**config.mk**
```make
export PLATFORM = sky130hd
export DESIGN_NAME = dmw_walker
export DESIGN_NICKNAME = d
export VERILOG_FILES = /design/src/rtl/dmw_pkg.sv /design/src/rtl/dmw_tag_decode.sv /design/src/rtl/dmw_burst_size.sv /design/src/rtl/dmw_walker.sv
export SDC_FILE = /design/constraint.sdc
export NUM_CORES = 1
export LEC_CHECK = 0
export ABC_AREA = 1
export BUFFER_PORTS_ARGS = -buffer_cell sky130_fd_sc_hd__buf_2
export CAP_MARGIN = 20
export CORE_MARGIN = 3
export CORE_UTILIZATION = 52
export DETAILED_ROUTE_END_ITERATION = 12
export PLACE_DENSITY = 0.85
export SYNTH_ARGS = -nofsm -noshare
export SYNTH_HDL_FRONTEND = slang
export SYNTH_SLANG_ARGS = --single-unit
```
**constraint.sdc**
```tcl
create_clock -name clk -period 3.56 [get_ports clk]
set_clock_uncertainty 0.2 [all_clocks]
set_input_delay 0.534 -clock clk [delete_from_list [all_inputs] [get_ports clk]]
set_output_delay 0.534 -clock clk [all_outputs]
set_load 0.1 [all_outputs]
```
**src/rtl/dmw_pkg.sv**
```systemverilog
package dmw_pkg;
  localparam int QW_W = 16;
  localparam int HDR_W = 16;

  typedef enum logic [2:0] {
    TG_REFE = 3'd0,
    TG_CNT  = 3'd1,
    TG_NEXT = 3'd2,
    TG_REF  = 3'd3,
    TG_REFS = 3'd4,
    TG_CALL = 3'd5,
    TG_RET  = 3'd6,
    TG_END  = 3'd7
  } tag_id_e;

  typedef enum logic [1:0] {
    S_IDLE  = 2'd0,
    S_FETCH = 2'd1,
    S_MOVE  = 2'd2,
    S_FIN   = 2'd3
  } wstate_e;
endpackage

```
**src/rtl/dmw_tag_decode.sv**
```systemverilog
module dmw_tag_decode
  import dmw_pkg::*;
#(
  parameter int AW = 32
) (
  input  logic [AW+31:0]    tag,
  input  logic [AW-1:0]     tadr,
  input  logic              tie,
  output logic [QW_W-1:0]   qwc,
  output logic [HDR_W-1:0]  hdr,
  output logic [AW-1:0]     madr_nx,
  output logic [AW-1:0]     tadr_nx,
  output logic              ends,
  output logic              irq_hit,
  output logic              bad
);
  logic [AW-1:0] step;
  logic [AW-1:0] field;
  tag_id_e       id;

  assign qwc     = tag[QW_W-1:0];
  assign hdr     = tag[31:16];
  assign field   = tag[32 +: AW];
  assign id      = tag_id_e'(tag[30:28]);
  assign irq_hit = tie & tag[31];
  assign step    = tadr + AW'(16);

  always_comb begin
    madr_nx = step;
    tadr_nx = step;
    ends    = 1'b0;
    bad     = 1'b0;
    case (id)
      TG_REFE: begin
        madr_nx = field;
        ends    = 1'b1;
      end
      TG_CNT: begin
        madr_nx = step;
      end
      TG_NEXT: begin
        tadr_nx = field;
      end
      TG_REF, TG_REFS: begin
        madr_nx = field;
      end
      TG_END: begin
        tadr_nx = tadr;
        ends    = 1'b1;
      end
      default: begin
        tadr_nx = tadr;
        bad     = 1'b1;
      end
    endcase
  end
endmodule

```
**src/rtl/dmw_burst_size.sv**
```systemverilog
module dmw_burst_size
  import dmw_pkg::*;
#(
  parameter int BMAX = 4
) (
  input  logic [QW_W-1:0] left,
  output logic [QW_W-1:0] len
);
  localparam logic [QW_W-1:0] LIMIT = QW_W'(BMAX);

  assign len = (left > LIMIT) ? LIMIT : left;
endmodule

```
**src/rtl/dmw_walker.sv**
```systemverilog
module dmw_walker
  import dmw_pkg::*;
#(
  parameter int AW   = 32,
  parameter int BMAX = 4
) (
  input  logic              clk,
  input  logic              rst_n,
  input  logic              start_i,
  input  logic              tie_i,
  input  logic [AW-1:0]     tadr_init_i,
  output logic              tag_req_o,
  input  logic              tag_ack_i,
  input  logic [AW+31:0]    tag_data_i,
  output logic              dat_req_o,
  output logic [QW_W-1:0]   dat_len_o,
  input  logic              dat_ack_i,
  output logic [AW-1:0]     tadr_o,
  output logic [AW-1:0]     madr_o,
  output logic [HDR_W-1:0]  last_tag_o,
  output logic              busy_o,
  output logic              done_o,
  output logic              irq_o,
  output logic              err_o
);
  wstate_e          st_q, st_n;
  logic [AW-1:0]    tadr_q, tadr_n, madr_q, madr_n;
  logic [QW_W-1:0]  qwc_q, qwc_n;
  logic [HDR_W-1:0] hdr_q, hdr_n;
  logic             end_q, end_n, irq_q, irq_n, err_q, err_n;
  logic             upd_en;

  logic [QW_W-1:0]  d_qwc, blen, left_after;
  logic [HDR_W-1:0] d_hdr;
  logic [AW-1:0]    d_madr, d_tadr, madr_step;
  logic             d_ends, d_irq, d_bad, cnt_live;

  dmw_tag_decode #(.AW(AW)) u_dec (
    .tag     (tag_data_i),
    .tadr    (tadr_q),
    .tie     (tie_i),
    .qwc     (d_qwc),
    .hdr     (d_hdr),
    .madr_nx (d_madr),
    .tadr_nx (d_tadr),
    .ends    (d_ends),
    .irq_hit (d_irq),
    .bad     (d_bad)
  );

  dmw_burst_size #(.BMAX(BMAX)) u_bsz (
    .left (qwc_q),
    .len  (blen)
  );

  assign madr_step  = madr_q + (AW'(blen) << 4);
  assign left_after = qwc_q - blen;
  assign cnt_live   = (hdr_q[14:12] == TG_CNT);
  assign upd_en     = (st_q != S_IDLE) | start_i;

  always_comb begin
    st_n   = st_q;
    tadr_n = tadr_q;
    madr_n = madr_q;
    qwc_n  = qwc_q;
    hdr_n  = hdr_q;
    end_n  = end_q;
    irq_n  = irq_q;
    err_n  = err_q;
    case (st_q)
      S_IDLE: begin
        if (start_i) begin
          tadr_n = tadr_init_i;
          err_n  = 1'b0;
          irq_n  = 1'b0;
          end_n  = 1'b0;
          st_n   = S_FETCH;
        end
      end
      S_FETCH: begin
        if (tag_ack_i) begin
          if (d_bad) begin
            err_n = 1'b1;
            st_n  = S_IDLE;
          end else begin
            tadr_n = d_tadr;
            madr_n = d_madr;
            qwc_n  = d_qwc;
            hdr_n  = d_hdr;
            end_n  = d_ends | d_irq;
            irq_n  = d_irq;
            if (d_qwc != '0)             st_n = S_MOVE;
            else if (d_ends | d_irq)     st_n = S_FIN;
            else                         st_n = S_FETCH;
          end
        end
      end
      S_MOVE: begin
        if (dat_ack_i) begin
          madr_n = madr_step;
          qwc_n  = left_after;
          if (cnt_live) tadr_n = madr_step;
          if (left_after == '0) st_n = end_q ? S_FIN : S_FETCH;
        end
      end
      default: st_n = S_IDLE;
    endcase
  end

  always_ff @(posedge clk or negedge rst_n) begin
    if (!rst_n) begin
      st_q   <= S_IDLE;
      tadr_q <= '0;
      madr_q <= '0;
      qwc_q  <= '0;
      hdr_q  <= '0;
      end_q  <= 1'b0;
      irq_q  <= 1'b0;
      err_q  <= 1'b0;
    end else if (upd_en) begin
      st_q   <= st_n;
      tadr_q <= tadr_n;
      madr_q <= madr_n;
      qwc_q  <= qwc_n;
      hdr_q  <= hdr_n;
      end_q  <= end_n;
      irq_q  <= irq_n;
      err_q  <= err_n;
    end
  end

  assign tag_req_o  = (st_q == S_FETCH);
  assign dat_req_o  = (st_q == S_MOVE);
  assign dat_len_o  = blen;
  assign tadr_o     = tadr_q;
  assign madr_o     = madr_q;
  assign last_tag_o = hdr_q;
  assign busy_o     = (st_q != S_IDLE);
  assign done_o     = (st_q == S_FIN);
  assign irq_o      = (st_q == S_FIN) & irq_q;
  assign err_o      = err_q;
endmodule

```
==> summary.md, run 1 <==
| Metric | Value |
|---|---|
| Cell type group with the largest total delay on the critical path | simple AND/OR/NAND/NOR gates |
| Max capacitance violation total | 0 |
| Post-route clock period utilization | around 94% |
| Number of fillers in the final layout | approximately 1300 |
| Sequential area share after synthesis | between 30% and 40% |
| Share of the synthesized area in compound gates (AO/OA/AOI/OAI) | 22.0% |
| Ordered cell list for the critical path | buf_4, nor2_1, nand2_1, nor2_2, nand3_4, nor2_2, ha_2, inv_1, fa_1, inv_1, nand3_1, nand2_2, a21oi_2, o21ai_2, nand2_1, nand2_1, nand2_1, a21oi_1, o21ai_1, nand2_1, nand2_1, o22ai_1 |
| Clock tree from TritonCTS | yes |
| Die Area | between 0.015 and 0.02 mm² |
| Mux contribution to synthesized area | 2.16% |
| Fmax | approximately 300 MHz |
| Clock buffers created by TritonCTS | 9 |
| Hold WC Path Type | input pin to flip-flop |
| Count of standard-cell rows | 44 |
| Final routed wirelength across all metal layers | around 27000 µm |
| Layout overhead on the synthesized area | 20.1% |
| Type of the worst setup path | flip-flop to flip-flop |
| Largest net degree at the start of global routing | 61 |
| Clk Tree Root Cell | clkbuf_16 |
| Reg-to-reg setup timing slack | about 0.21 ns |
| Number of violations reported at the end of detailed-routing iteration 0 | between 1000 and 1500 |
| Via count of the first global-routing pass | about 8200 |
| Total Negative Setup Slacks | 0 ns |
| Maximum clock insertion buffer count | 2 |
| Xor and xnor fraction of the mapped netlist area | under 10% |
| CP Depth | 22 |
| Vertical extent of the die | ~130 µm |
| Measured slew at the worst slew-check pin | around 0.74 ns |
| Worst setup path startpoint | qwc_q[6] |
| Port bufs | 190 |
| Layout cells sized above 1 | between 20% and 30% |
| Clock Latency Late Sink | approximately 0.36 ns |
| Initial DRT Pass Iterations | 6 |
| Vias post-DR | about 8900 |
| Number of sinks on the clock net | 101 |
| Final Max Tran Viols | 0 |
| Simple-gate share of the synthesized area | 27.9% |
| Worst-path cell with the longest stage delay | dfrtp_1 |
| Data required time of the worst path | about 3.7 ns |
| Vias per inst | ~5.9 |
| Clock slew at the register clock pins of the worst setup and hold paths | 0.08 ns |
| First-pass GRT wire length | roughly 43000 µm |
| Netlist cell types | 50 |
| Async set-or-reset flop fraction in the synthesized netlist | 100% |
| Origin of the critical flop-to-flop path | qwc_q[6] |
| Mean instance size in the synthesized netlist | approximately 6.9 µm² |
| Number of buffer and inverter instances along the worst setup path | 3 |
| Ports placed on the boundary | between 200 and 250 |
| Startpoint type of the worst setup path | flip-flop |
| Ys Warns | 0 |
| Outcome | completed |
| # nets final | roughly 1400 |
| Worst Path Arrival | 3.44 ns |
| Worst hold start | tag_data_i[27] |
| Timing endpoint of the critical path | tadr_o[24] |
| Depth of the most critical reg-to-reg path | 22 |
| Initial antenna violation count | 0 |
| Routed length per placed instance | between 15 and 20 µm |
| Ant diodes | 0 |
| Area of the core region | between 0.01 and 0.015 mm² |
| Post-synthesis instance area | approximately 0.0078 mm² |
| Last weighted congestion value of the routability-driven placer | just under 1 |
| Multi-input combinational cell area | about 0.0048 mm² |
| Register bit count reported by yosys | 101 |
| Top flip-flop cell by instance count after synthesis | dfrtp_1 |
| Worst-path fanout max | 8 |
| Cell mode on critical path | nand2_1 |
| Horiz. Die Dim | 129 µm |
| Worst slew margin relative to its limit | roughly half |
| Antenna-violating nets left | 0 |
| Max incr delay on CP | roughly 0.38 ns |
| Main combinational cell family by area after synthesis | simple AND/OR/NAND/NOR gates |
| Number of remaining DRC errors | 0 |
| Initial cell density of the core | a little over half |
| Critical path capture point type | flip-flop |
| Aggregate global-route resource usage | about a third |
| Sequential standard cell area | 0.00253 mm² |
| H-tree depth | 3 |
| Endpoints failing hold | 0 |
| Post-synth EDFFs | 0 |
| Shortest clock period the worst path allows after layout | 3.35 ns |
| Global-route congestion overflow total | 0 |
| HPWL Detailed | just over 20000 µm |
| Adder-Cell Fraction of Synth Area | under 10% |
| Endpoints failing setup | 0 |
| Worst reg2reg path endpoint | tadr_o[24] |
| Instance count of the mapped netlist | between 1000 and 1500 |
final cells by class:
type / instances / area share (%)
flip-flops and latches: 101 / 26.9
multi-input cells: 884 / 50.7
clock inverters: 7 / 0.918
well taps: 184 / 2.45
repair buffers: 212 / 12.2
inverters: 113 / 4.51
clock buffers: 9 / 2.39
repair_timing:
action,CTS,global route
hold buffers,1,0
setup endpoints to repair,0,16
gates resized for setup,0,7
setup buffers,0,4
endpoints found under the hold margin,5,0
metal layers:
metal	share of wire, %	track usage [%]
met5	0	0
met4	2.6	8.77
met3	11	7.10
met2	44	48.2
met1	43	47.7
synthesized netlist by cell type, types with 7 or more instances:
| cell type | number | area [µm²] |
|---|---|---|
| dfrtp_1 | 101 | 2530 |
| buf_2 | 7 | 35.0 |
| xor2_1 | 21 | 184 |
| clkbuf_1 | 35 | 131 |
| nand3_1 | 68 | 340 |
| nor2_1 | 119 | 447 |
| mux2_2 | 15 | 169 |
| nor2_2 | 7 | 43.8 |
| o211ai_1 | 46 | 345 |
| a31oi_1 | 24 | 150 |
| nand4_1 | 23 | 144 |
| nor3_1 | 20 | 100 |
| o21ai_0 | 81 | 405 |
| ha_1 | 22 | 275 |
| o21ai_1 | 17 | 85.1 |
| o22ai_1 | 12 | 75.1 |
| inv_1 | 108 | 405 |
| buf_4 | 13 | 97.6 |
| a21oi_1 | 98 | 490 |
| nand2_1 | 229 | 860 |
stage by stage:
step	util, %	worst slack, ns	instances	area [µm²]	hold slack, ns
floorplan	-	-0.474	1158	7990	0.0384
global placement	61.7	0.283	1489	9030	0.281
detailed placement	61.7	0.188	1489	9030	0.289
CTS	63.9	0.170	1506	9360	0.195
global route	64.2	-0.0519	1510	9410	0.198
finish	64.2	0.211	1510	9410	0.196
worst min path at each step:
stage,end,slack (ns),cells after the start
floorplan,end_q,0.04,0
global placement,last_tag_o[5],0.28,1
detailed placement,last_tag_o[6],0.29,1
CTS,last_tag_o[0],0.20,2
global route,last_tag_o[1],0.20,2
finish,last_tag_o[11],0.20,2
kinds of logic after synthesis:
group	after synthesis
flip-flops	101
other	2
XOR/XNOR	24
buffers and inverters	173
AND/OR/NAND/NOR	496
adder cells (fa/ha/maj)	23
AO/OA/AOI/OAI	299
multiplexers	15
cell usage in the layout (no fill, tap or decap), types with 10 or more instances in the layout:
master / n
conb_1: 27
nand4_1: 23
o21ai_0: 64
o21ai_1: 31
nor2_1: 115
o22ai_1: 11
ha_1: 20
a21oi_1: 95
dfrtp_1: 101
mux2_2: 15
buf_4: 20
xor2_1: 21
nand3_1: 65
inv_1: 107
nand2_1: 225
nor3_1: 20
a31oi_1: 24
buf_2: 189
o211ai_1: 46
nor2_2: 10
worst reg2reg max path, delay by kind of cell, from the launching register on:
| kind | cells | cell delay (ns) |
|---|---|---|
| AO/OA/AOI/OAI | 5 | 0.59 |
| adder cells (fa/ha/maj) | 2 | 0.56 |
| buffers and inverters | 3 | 0.30 |
| flip-flops | 1 | 0.38 |
| AND/OR/NAND/NOR | 12 | 1.24 |
registers in the layout (all words and copies together), names as in the netlist:
register    count
madr_o         32
tadr_o         32
last_tag_o     16
qwc_q          16
st_q            2
end_q           1
err_o           1
irq_q           1
Power of run 1 is left out: the tool's default activity adds up to more than one toggle a clock period on the data nets, which glitch-free logic cannot reach.
==> inputs of run 2 (changes only) <==
Settings changed: REMOVE_ABC_BUFFERS from default to 1.
==> summary.md, run 2 (synthesized netlist as in run 1, its figures left out) <==
| Metric | Value |
|---|---|
| Via count of the first global-routing pass | a little over 8000 |
| Cell mode on critical path | nand2_1 |
| HPWL Detailed | about 20000 µm |
| Number of sinks on the clock net | between 100 and 150 |
| # nets final | about 1400 |
| Number of remaining DRC errors | 0 |
| Port bufs | 190 |
| Worst slew margin relative to its limit | about 31% |
| Ant diodes | 0 |
| Leading cell types in the layout, fill and taps excluded | nand2_1 (229), buf_2 (189), nor2_1 (116) |
| Count of standard-cell rows | 44 |
| Vias per inst | between 5 and 6 |
| Worst-path fanout max | 6 |
| Routed length per placed instance | between 15 and 20 µm |
| Critical path capture point type | flip-flop |
| Ports placed on the boundary | ~200 |
| Clock slew at the register clock pins of the worst setup and hold paths | 0.08 ns |
| Setup repair after global routing missed its margin | yes |
| Last weighted congestion value of the routability-driven placer | about 0.97 |
| Total of hold buffers inserted after clock tree synthesis | 0 |
| Initial DRT Pass Iterations | 6 |
| Endpoints failing hold | 0 |
| H-tree depth | 3 |
| Aggregate global-route resource usage | between 30% and 40% |
| Worst-path cell with the longest stage delay | dfrtp_2 |
| Clock buffers created by TritonCTS | 9 |
| Outcome | completed |
| Antenna-violating nets left | 0 |
| Global-route congestion overflow total | 0 |
| Clk Tree Root Cell | clkbuf_16 |
| Die Area | roughly 0.017 mm² |
| Layout cells sized above 1 | 21.3% |
| Number of violations reported at the end of detailed-routing iteration 0 | roughly 1100 |
| Area of the core region | around 0.015 mm² |
| Vertical extent of the die | between 100 and 150 µm |
| Largest net degree at the start of global routing | between 70 and 80 |
| Type of the worst setup path | flip-flop to flip-flop |
| Measured slew at the worst slew-check pin | ~1.0 ns |
| First-pass GRT wire length | around 42000 µm |
| Initial antenna violation count | 0 |
| Vias post-DR | approximately 9000 |
| Final routed wirelength across all metal layers | approximately 27000 µm |
| Shortest clock period the worst path allows after layout | approximately 3.4 ns |
| Layout overhead on the synthesized area | 18.7% |
| Data required time of the worst path | between 3 and 4 ns |
| Horiz. Die Dim | approximately 130 µm |
| Final Max Tran Viols | 0 |
| Max capacitance violation total | 0 |
| Total Negative Setup Slacks | 0 ns |
| Clock tree from TritonCTS | yes |
| Post-route clock period utilization | a little over nine tenths |
| Startpoint type of the worst setup path | flip-flop |
| Hold WC Path Type | input pin to async pin |
| Ordered cell list for the critical path | nor2_2, inv_1, nor2_1, inv_1, nor3_2, nand4_1, ha_2, a21o_1, a31oi_1, o21ai_2, nand2_1, nand2_1, nand2_1, nand2_1, nand2_1, nand3b_1, nand3_1, nand2_1, nand2_1, nand2_1 |
| Fmax | ~300 MHz |
| Clock Latency Late Sink | 0.37 ns |
| Max incr delay on CP | around 0.46 ns |
| Worst Path Arrival | 3.48 ns |
| Maximum clock insertion buffer count | 2 |
| Most common library cell in the layout ignoring fill and taps | nand2_1 |
| Core occupancy in the finished layout | between 60% and 70% |
| Endpoints failing setup | 0 |
| Initial cell density of the core | around 53% |
run 2: cell types whose count changed in the layout (fill, tap and decap cells not counted), moves of 4 or more:
cell / before / now
nand2_1: 225 / 229
o21ai_1: 31 / 18
nand2_2: 9 / 5
o21ai_0: 64 / 77
run 2: layout make-up:
type	count	area [µm²]
fill	1383	5350
sequential	101	2530
tap	184	230
clock inverter	7	83.8
multi-input combinational	884	4730
clock buffer	9	225
timing repair buffer	207	1080
inverter	113	424
run 2: worst paths after layout:
path	start	end	slack (ns)	cells after the start
worst max-delay path	qwc_q[5]	madr_o[31]	0.14	20
worst min-delay path	rst_n	qwc_q[13]	0.12	1
worst max register to register	qwc_q[5]	madr_o[31]	0.14	20
worst min register to register	last_tag_o[7]	last_tag_o[7]	0.31	1
max in group asynchronous	rst_n	madr_o[2]	2.27	2
min in group clk	tadr_init_i[13]	tadr_o[13]	0.19	3
run 2: per-layer routing:
layer	up-vias	track usage, %	share of wire (%)
met3	84	6.23	9.6
met1	4143	44.4	41
met4	0	11.6	3.6
met5	-	0	0
li1	4185	-	-
met2	523	48.3	45
run 2: through the flow:
stage,cells,hold WS [ns],instance area [µm²],worst slack (ns)
CTS,1504,0.182,9250,0.0178
finish,1505,0.116,9300,0.140
global route,1505,0.194,9300,-0.0740
floorplan,1098,0.0384,7630,-1.94
global placement,1488,0.282,8940,-0.0321
detailed placement,1488,0.288,8940,-0.0249
run 2: timing repair:
item                       in CTS  in global routing
setup endpoints to repair       1                 37
buffers inserted                0                  1
pin swaps                       0                  2
resized for setup               1                 15
run 2: critical path: cells and delay by family (launching register included):
family / cells / cell delay [ns]
AND/OR/NAND/NOR: 14 / 1.62
buffers and inverters: 2 / 0.16
AO/OA/AOI/OAI: 3 / 0.54
adder cells (fa/ha/maj): 1 / 0.34
flip-flops: 1 / 0.46
Power of run 2 is left out for the same reason.
